### src/rtl/fe_pkg.sv
package fe_pkg;
  localparam int unsigned XLEN = 32;
  localparam logic [5:0] BR_OPC_DEFAULT = 6'h2A;

  typedef struct packed {
    logic [XLEN-1:0] pc;
    logic [XLEN-1:0] instr;
    logic            br;
  } fe_slot_t;

  function automatic logic [XLEN-1:0] blk_align(input logic [XLEN-1:0] a);
    return {a[XLEN-1:3], 3'b000};
  endfunction
endpackage

### src/rtl/fe_fetch_ctl.sv
module fe_fetch_ctl #(
  parameter int unsigned DEPTH    = 12,
  parameter int unsigned LAT      = 3,
  parameter logic [31:0] RESET_PC = 32'h0000_0100
) (
  input  logic                         clk,
  input  logic                         rst_n,
  input  logic [$clog2(DEPTH+1)-1:0]   q_count,
  input  logic                         redirect_valid,
  input  logic [31:0]                  redirect_pc,
  output logic                         req_valid,
  input  logic                         req_ready,
  output logic [31:0]                  req_addr,
  input  logic                         btb_hit,
  input  logic [31:0]                  btb_target,
  input  logic                         rsp_valid,
  output logic                         rsp_take,
  output logic [31:0]                  rsp_pc,
  output logic                         rsp_taken,
  output logic [$clog2(LAT+1)-1:0]     inflight
);
  import fe_pkg::*;
  localparam int unsigned FW = $clog2(LAT+1);

  logic [31:0]    pc_q;
  logic [LAT-1:0] live_q;
  logic [31:0]    spc_q [LAT];
  logic [LAT-1:0] stk_q;
  logic           fire;
  int             room;

  always_comb begin
    inflight = '0;
    for (int i = 0; i < int'(LAT); i++) inflight = inflight + FW'(live_q[i]);
  end

  always_comb begin
    room      = int'(DEPTH) - int'(q_count) - 2 * int'(inflight);
    req_valid = !redirect_valid && (room >= 2);
  end

  assign req_addr = pc_q;
  assign fire     = req_valid && req_ready;

  always_ff @(posedge clk) begin
    if (!rst_n)              pc_q <= blk_align(RESET_PC);
    else if (redirect_valid) pc_q <= blk_align(redirect_pc);
    else if (fire)           pc_q <= btb_hit ? blk_align(btb_target) : pc_q + 32'd8;
  end

  always_ff @(posedge clk) begin
    if (!rst_n || redirect_valid) live_q[0] <= 1'b0;
    else                          live_q[0] <= fire;
    spc_q[0] <= pc_q;
    stk_q[0] <= btb_hit;
  end

  generate
    for (genvar s = 1; s < int'(LAT); s++) begin : g_stage
      always_ff @(posedge clk) begin
        if (!rst_n || redirect_valid) live_q[s] <= 1'b0;
        else                          live_q[s] <= live_q[s-1];
        spc_q[s] <= spc_q[s-1];
        stk_q[s] <= stk_q[s-1];
      end
    end
  endgenerate

  assign rsp_take  = live_q[LAT-1] && rsp_valid && !redirect_valid;
  assign rsp_pc    = spc_q[LAT-1];
  assign rsp_taken = stk_q[LAT-1];
endmodule

### src/rtl/fe_pair_decode.sv
module fe_pair_decode #(
  parameter logic [5:0] BR_OPCODE = fe_pkg::BR_OPC_DEFAULT
) (
  input  logic                      take,
  input  logic [31:0]               pc,
  input  logic                      taken,
  input  logic [63:0]               data,
  output logic [1:0]                wr_en,
  output fe_pkg::fe_slot_t [1:0]    wr_slot
);
  logic [1:0] is_br;

  generate
    for (genvar k = 0; k < 2; k++) begin : g_slot
      assign is_br[k]          = data[32*k+26 +: 6] == BR_OPCODE;
      assign wr_slot[k].pc     = pc + 32'(4 * k);
      assign wr_slot[k].instr  = data[32*k +: 32];
      assign wr_slot[k].br     = is_br[k];
    end
  endgenerate

  assign wr_en[0] = take;
  assign wr_en[1] = take && !(is_br[0] && taken);
endmodule

### src/rtl/fe_inst_queue.sv
module fe_inst_queue #(
  parameter int unsigned DEPTH = 12
) (
  input  logic                          clk,
  input  logic                          rst_n,
  input  logic                          flush,
  input  logic [1:0]                    wr_en,
  input  fe_pkg::fe_slot_t [1:0]        wr_slot,
  output logic                          rd_valid,
  input  logic                          rd_ready,
  output fe_pkg::fe_slot_t              rd_slot,
  output logic [$clog2(DEPTH+1)-1:0]    count
);
  import fe_pkg::*;
  localparam int unsigned PW = $clog2(DEPTH);
  localparam int unsigned CW = $clog2(DEPTH+1);

  fe_slot_t        mem [DEPTH];
  logic [PW-1:0]   wptr, rptr;
  logic            pop;
  logic [1:0]      nwr;

  function automatic logic [PW-1:0] step(input logic [PW-1:0] p, input int n);
    int s;
    s = int'(p) + n;
    if (s >= int'(DEPTH)) s = s - int'(DEPTH);
    return PW'(s);
  endfunction

  assign rd_valid = count != '0;
  assign rd_slot  = mem[rptr];
  assign pop      = rd_valid && rd_ready;
  assign nwr      = {1'b0, wr_en[0]} + {1'b0, wr_en[1]};

  always_ff @(posedge clk) begin
    if (wr_en[0]) mem[wptr]         <= wr_slot[0];
    if (wr_en[1]) mem[step(wptr,1)] <= wr_slot[1];
  end

  always_ff @(posedge clk) begin
    if (!rst_n || flush) begin
      wptr  <= '0;
      rptr  <= '0;
      count <= '0;
    end else begin
      wptr  <= step(wptr, int'(nwr));
      if (pop) rptr <= step(rptr, 1);
      count <= count + CW'(nwr) - CW'(pop);
    end
  end
endmodule

### src/rtl/dual_fetch_frontend.sv
module dual_fetch_frontend #(
  parameter int unsigned DEPTH     = 12,
  parameter int unsigned LAT       = 3,
  parameter logic [31:0] RESET_PC  = 32'h0000_0100,
  parameter logic [5:0]  BR_OPCODE = 6'h2A
) (
  input  logic        clk,
  input  logic        rst_n,
  output logic        req_valid,
  input  logic        req_ready,
  output logic [31:0] req_addr,
  input  logic        btb_hit,
  input  logic [31:0] btb_target,
  input  logic        rsp_valid,
  input  logic [63:0] rsp_data,
  output logic        iss_valid,
  input  logic        iss_ready,
  output logic [31:0] iss_pc,
  output logic [31:0] iss_instr,
  output logic        iss_branch,
  input  logic        redirect_valid,
  input  logic [31:0] redirect_pc
);
  import fe_pkg::*;
  localparam int unsigned CW = $clog2(DEPTH+1);
  localparam int unsigned FW = $clog2(LAT+1);

  logic [CW-1:0]    q_count;
  logic [FW-1:0]    inflight;
  logic             rsp_take, rsp_taken;
  logic [31:0]      rsp_pc;
  logic [1:0]       wr_en;
  fe_slot_t [1:0]   wr_slot;
  fe_slot_t         head;

  fe_fetch_ctl #(.DEPTH(DEPTH), .LAT(LAT), .RESET_PC(RESET_PC)) u_fetch (
    .clk(clk), .rst_n(rst_n), .q_count(q_count),
    .redirect_valid(redirect_valid), .redirect_pc(redirect_pc),
    .req_valid(req_valid), .req_ready(req_ready), .req_addr(req_addr),
    .btb_hit(btb_hit), .btb_target(btb_target),
    .rsp_valid(rsp_valid), .rsp_take(rsp_take), .rsp_pc(rsp_pc),
    .rsp_taken(rsp_taken), .inflight(inflight)
  );

  fe_pair_decode #(.BR_OPCODE(BR_OPCODE)) u_dec (
    .take(rsp_take), .pc(rsp_pc), .taken(rsp_taken), .data(rsp_data),
    .wr_en(wr_en), .wr_slot(wr_slot)
  );

  fe_inst_queue #(.DEPTH(DEPTH)) u_queue (
    .clk(clk), .rst_n(rst_n), .flush(redirect_valid),
    .wr_en(wr_en), .wr_slot(wr_slot),
    .rd_valid(iss_valid), .rd_ready(iss_ready), .rd_slot(head),
    .count(q_count)
  );

  assign iss_pc     = head.pc;
  assign iss_instr  = head.instr;
  assign iss_branch = head.br;
endmodule

### config.mk
export PLATFORM = sky130hd
export DESIGN_NAME = dual_fetch_frontend
export DESIGN_NICKNAME = d
export VERILOG_FILES = /design/src/rtl/fe_pkg.sv /design/src/rtl/fe_fetch_ctl.sv /design/src/rtl/fe_pair_decode.sv /design/src/rtl/fe_inst_queue.sv /design/src/rtl/dual_fetch_frontend.sv
export SDC_FILE = /design/constraint.sdc
export NUM_CORES = 1
export LEC_CHECK = 0
export BUFFER_PORTS_ARGS = -buffer_cell sky130_fd_sc_hd__buf_4
export CAP_MARGIN = 20
export CELL_PAD_IN_SITES_DETAIL_PLACEMENT = 0
export CELL_PAD_IN_SITES_GLOBAL_PLACEMENT = 2
export CORE_ASPECT_RATIO = 1.2
export CORE_MARGIN = 5
export CORE_UTILIZATION = 40
export DETAILED_ROUTE_END_ITERATION = 8
export PLACE_DENSITY = 0.75
export SYNTH_ARGS = -nofsm -noshare
export SYNTH_HDL_FRONTEND = slang
export SYNTH_SLANG_ARGS = --single-unit
### constraint.sdc
create_clock -name clk -period 9.45 [get_ports clk]
set_input_delay 1.4175 -clock clk [delete_from_list [all_inputs] [get_ports clk]]
set_output_delay 1.4175 -clock clk [all_outputs]
set_load 0.05 [all_outputs]
# Yosys cells after proc, flatten, opt, wreduce, memory -nomap -nowiden
# Memory sizes are Yosys's and may differ from the RTL's. A register that Yosys moved wholly into a read port is not among the register bits.
# Cells that the tools add are included.
[totals]
reg_bits = 50
ram_bits = 876
word_cells = 62
memories = 2
[classes]
add_sub_neg = 15
magnitude_cmp = 4
n_eq_ne = 2
n_mux = 13
bitwise = 1
n_reduce_logical = 14
[memory_table]
columns = ["name", "depth", "word_bits", "read_ports", "rd_ports_with_merged_regs", "write_ports", "line_no", "text"]
rows = [
  ["u_queue.mem", 12, 65, 1, 1, 2, "fe_inst_queue.sv:18", "fe_slot_t mem [DEPTH];"],
  ["u_fetch.spc_q", 3, 32, 3, 0, 3, "fe_fetch_ctl.sv:27", "logic [31:0] spc_q [LAT];"],
]
[ops]
columns = ["op", "count"]
rows = [
  ["two-way mux 32 bit", 3],
  ["adder 32 x 3 -> 32 bit (second input constant)", 1],
  ["adder 32 x 4 -> 32 bit (second input constant)", 1],
  ["greater-or-equal comparator 32 x 3 -> 1 bit (second input constant)", 1],
  ["subtractor 32 x 4 -> 32 bit", 1],
  ["two-way mux 4 bit", 6],
  ["greater-or-equal comparator 5 x 4 -> 1 bit (second input constant)", 3],
  ["equality test 6 bit (second input constant)", 2],
  ["subtractor 4 x 3 -> 4 bit (second input constant)", 3],
  ["adder 4 x 1 -> 5 bit (second input constant)", 2],
  ["logical AND 1 bit", 7],
  ["adder 4 x 2 -> 5 bit", 1],
  ["subtractor 4 x 4 -> 5 bit (first input constant)", 1],
  ["adder 1 x 1 -> 2 bit", 2],
  ["adder 4 x 2 -> 4 bit", 1],
  ["two-way mux 1 bit", 4],
  ["nonzero test 4 bit", 1],
  ["subtractor 4 x 1 -> 4 bit", 1],
  ["zero test 1 bit", 3],
  ["adder 2 x 1 -> 2 bit", 1],
  ["nonzero test 2 bit", 1],
  ["OR reduction 2 bit", 1],
  ["logical OR 1 bit", 1],
  ["NOT 1 bit", 1],
]

# Depth between registers and ports, before layout
[logic_depth]
word_depth = 8
depth_mapped = 16
ltp_nobuf = 14

# Hierarchy
# Synthesis repeated with hierarchy kept, for this count alone.
[hier_totals]
cells_unflattened = 3020
hier_area_um2 = 47281.6
[modules_own_cells]
columns = ["mod", "n_inst", "cells_per_inst", "area_per_inst_um2", "seq_area_each_um2"]
rows = [
  ["fe_inst_queue", 1, 2391, 41103.2, 23742.8],
  ["fe_fetch_ctl", 1, 442, 4737.0, 2682.6],
  ["fe_pair_decode", 1, 187, 1441.4, 0.0],
]

# Worst setup path before layout
# Ideal clock, no wire load.
[synth_timing]
kind = "input port to flip-flop"
start = "in redirect_valid"
end = "mem u_queue.mem[4][0] (netlist name), enable pin"
setup_ps = 578
arrival_time_ps = 6845
required_ps = 8872
path_slack_ps = 2027
cell_stages = 5
cell_sequence = "buf_2 > and4bb_2 > nand2_1 > clkbuf_1 > o21ai_0"
[synth_rtl]
columns = ["element", "line_no", "text"]
rows = [
  ["start, declared", "dual_fetch_frontend.sv:21", "input logic redirect_valid,"],
  ["end, declared", "fe_inst_queue.sv:18", ""],
]

# Final worst setup path
[layout_timing]
start = "reg u_fetch.live_q[0]"
end = "out req_valid"
[layout_via]
elab_chain_len = 5
[layout_lines]
columns = ["element", "line_no", "text"]
rows = [
  ["start, declared", "fe_fetch_ctl.sv:26", "logic [LAT-1:0] live_q;"],
  ["start signal, assigned", "fe_fetch_ctl.sv:53", "else live_q[0] <= fire;"],
  ["adder 1 x 1 -> 2 bit", "fe_fetch_ctl.sv:34", "for (int i = 0; i < int'(LAT); i++) inflight = inflight + FW'(live_q[i]);"],
  ["adder 2 x 1 -> 2 bit", "fe_fetch_ctl.sv:34", ""],
  ["subtractor 32 x 4 -> 32 bit", "fe_fetch_ctl.sv:38", "room = int'(DEPTH) - int'(q_count) - 2 * int'(inflight);"],
  ["greater-or-equal comparator 32 x 3 -> 1 bit", "fe_fetch_ctl.sv:39", "req_valid = !redirect_valid && (room >= 2);"],
  ["logical AND 1 bit", "fe_fetch_ctl.sv:39", ""],
  ["end, declared", "dual_fetch_frontend.sv:9", "output logic req_valid,"],
]
# No other way between the ends.

==> flow_summary.ini <==
[worst_setup_path]
crit_fanout = 15
cp.arrival_ns = 4.79
critical_path_required_ns = 8.03
end_kind = primary output
crit_type = reg2out
cp-start-kind = flop
startpoint = u_fetch.live_q[0]$_SDFF_PP0_
r2r-start = u_queue.wptr[1]$_SDFF_PP0_

[cells_and_area]
final_common_cell = edfxtp_1
final_cell_mix = edfxtp_1 (780), nand2_1 (364), mux2_1 (290), buf_4 (287), mux4_2 (195)
layout.area.seq_mm2 = 0.02644
drive_gt1_frac = 0.2174
multiInputGateArea_mm2 = 0.01819
final_core_util = 0.4565
final_cells = 5014
n_antenna_cell = 0
nets = 3574
fillers = 10190
synthToLayoutAreaGrowth_pct = 13.62

[synth]
synth_cell_types = 78
syn_area_per_cell_um2 = 13.61
synthFlopType = edfxtp_1
ys_seq_elements = 930
seq_area_frac_synth = 0.5760
async_flop_share = 0
syn_inst = 3370
syn-cell-area_mm2 = 0.04588
yosys_warnings = 0
syn-num-nets = 3533
synth_edf_count = 780

[global_routing]
grt_pass1_wl_um = 203100
antenna_found_initial = 1
gr-total-overflow = 0
grt_max_degree = 113
grt_usage = 0.2215
grt_pass1_vias = 30660

[floorplanning]
die_y_um = 381.0
die_w_um = 319.2
row_count = 136
die_area_mm2 = 0.1216
core_mm2 = 0.1142
pin_count = 234
initial_core_util = 0.4018

[power_and_ir_drop]
power.density_mw_per_mm2 = 181.6
cellLeakagePower_nw = 17.53
design_power_total_mw = 9.468
peakVddDrop_v = 0.0001497

[route]
vias_per_cell = 5.743
wl_per_cell_um = 27.46
antenna_left = 0
drc = 0
vias = 28800
drt-total-wl_um = 137700
drt_iter0_markers = 2610
first_pass_iters = 6

[placed_design]
dp.cells = 4827
post-dp-hpwl_um = 76490
portBuffers = 227
gp_congestion = 0.7779
place_ws_ns = 3.826

[clocking]
htree_levels = 3
numClockSinks = 930
cts_tree = yes
post_cts_buffers = 0
cts.clk_slew.worst_paths_ns = 0.06
clk_latency_ns = 0.68
cts_resized = 0
cts_buffers = 99
cts-root-buf = clkbuf_16
cts_buffer_depth = 3
cts_hold_buf = 0

[worst_hold_path]
hold_start = u_fetch.spc_q[0][5]$_DFF_P_
hp-class = reg2reg

[timing]
setup_ws_ns = 3.247
period_minus_slack_ns = 6.203
final-max-slew-violation-count = 0
setup_viol = 0
rsz0062_at_grt = no
fin_tns_setup_ns = 0
max_freq_ghz = 0.1612
fin_crit_sh = 0.6564
worst_pin_slew_ns = 1.093
hold_viol_final = 0
fin_skew_ns = 0.02362
slew_headroom = 0.2693

[run_status]
outcome = completed

[job]
cap_violations = 0
[sequential cells by signal (all words and copies together) (netlist names), named ones only]
| signal | cells |
|---|---|
| u_queue.mem | 780 |
| u_queue.count | 4 |
| u_queue.rptr | 4 |
| u_fetch.stk_q | 2 |
| u_fetch.rsp_taken | 1 |
| u_fetch.req_addr | 32 |
| u_fetch.spc_q | 96 |
| u_fetch.live_q | 3 |
| u_queue.wptr | 4 |
[final cells by class]
cell class                 instances  share of cell area
inverter                          31            0.002232
clock buffer                     132             0.05211
clock inverter                    54             0.01037
multi-input combinational       2059              0.3490
timing repair buffer             290             0.04263
tap                             1518             0.03644
sequential                       930              0.5072
[stage by stage]
step,cell area (µm²),hold WS [ns]
after CTS,52100,0.3220
after global placement,48840,0.3109
after floorplan,45880,0.3096
after global routing,52130,0.3301
final,52130,0.3228
after detailed placement,48840,0.3121
[Yosys cell counts, types with 4 or more instances]
master / instances / area (µm²)
a211oi_1: 6 / 45.04
a21o_1: 4 / 30.03
a21oi_1: 19 / 95.09
a31oi_1: 15 / 93.84
a32o_1: 8 / 80.08
a32oi_1: 4 / 35.03
and2_1: 8 / 50.05
and3_1: 26 / 162.7
and4_1: 7 / 61.31
buf_1: 16 / 60.06
buf_2: 97 / 485.5
clkbuf_1: 235 / 882.1
dfxtp_1: 150 / 3003
edfxtp_1: 780 / 23420
fa_1: 4 / 80.08
ha_1: 24 / 300.3
inv_1: 28 / 105.1
mux2_1: 290 / 3266
mux2_2: 72 / 810.8
mux2i_1: 75 / 750.7
mux4_2: 195 / 4392
nand2_1: 367 / 1378
nand2b_1: 10 / 62.56
nand3_1: 86 / 430.4
nand3b_1: 8 / 60.06
nand4_1: 23 / 143.9
nor2_1: 102 / 382.9
nor3_1: 137 / 685.7
nor4_1: 13 / 81.33
o211ai_1: 10 / 75.07
o21a_1: 4 / 30.03
o21ai_0: 90 / 450.4
o21ai_1: 25 / 125.1
o22ai_1: 9 / 56.30
o31a_1: 12 / 105.1
o31ai_1: 6 / 45.04
o32ai_1: 4 / 35.03
or2_2: 4 / 25.02
or3_1: 6 / 37.54
or4_1: 11 / 82.58
xnor2_1: 139 / 1217
xor2_1: 184 / 1612
[cells by family after synthesis]
logic type	count (synthesis)	synth area share
buf+inv	381	0.03401
simple gates	831	0.08455
compound gates	243	0.03385
mux	632	0.2009
flops	930	0.5760
fa+ha+maj	29	0.008509
xor+xnor	324	0.06215
[critical path, cell delays in order (launching register included)]
cell and delay, ns:
dfxtp_1 0.33, fa_1 0.54, ha_1 0.14, inv_1 0.06
fa_1 0.40, or3_1 0.43, ha_1 0.28, or4b_1 0.53
nor4_2 0.36, nand2_1 0.48, and3_1 0.37, buf_4 0.19
[layer usage]
layer / GRT usage / routed length (µm) / vias to the layer above / share of wire
met5: 0 / 17 / - / 0.00012
met4: 0.06253 / 3878 / 2 / 0.028
met3: 0.03151 / 8073 / 222 / 0.059
met2: 0.3993 / 71090 / 1005 / 0.52
met1: 0.2786 / 54610 / 14960 / 0.40
li1: - / - / 12610 / -
[power by group]
group	total [mW]	internal [mW]	leakage [nW]	switching, mW
clock	3.88	2.23	1.58	1.66
sequential	4.60	4.49	8.27	0.111
combinational	0.981	0.443	7.68	0.538
total	9.47	7.16	17.5	2.31
[final timing paths]
check | end | slack (ns) | depth (start not counted)
hold reg to reg | u_fetch.spc_q[0][37]$_DFF_P_ | 0.32 | 0
hold / removal | u_fetch.spc_q[0][37]$_DFF_P_ | 0.32 | 0
setup / recovery | req_valid | 3.25 | 11
setup reg to reg | u_queue.mem[3][7]$_DFFE_PP_ | 4.17 | 12
Power figures use the tool's default switching activity.
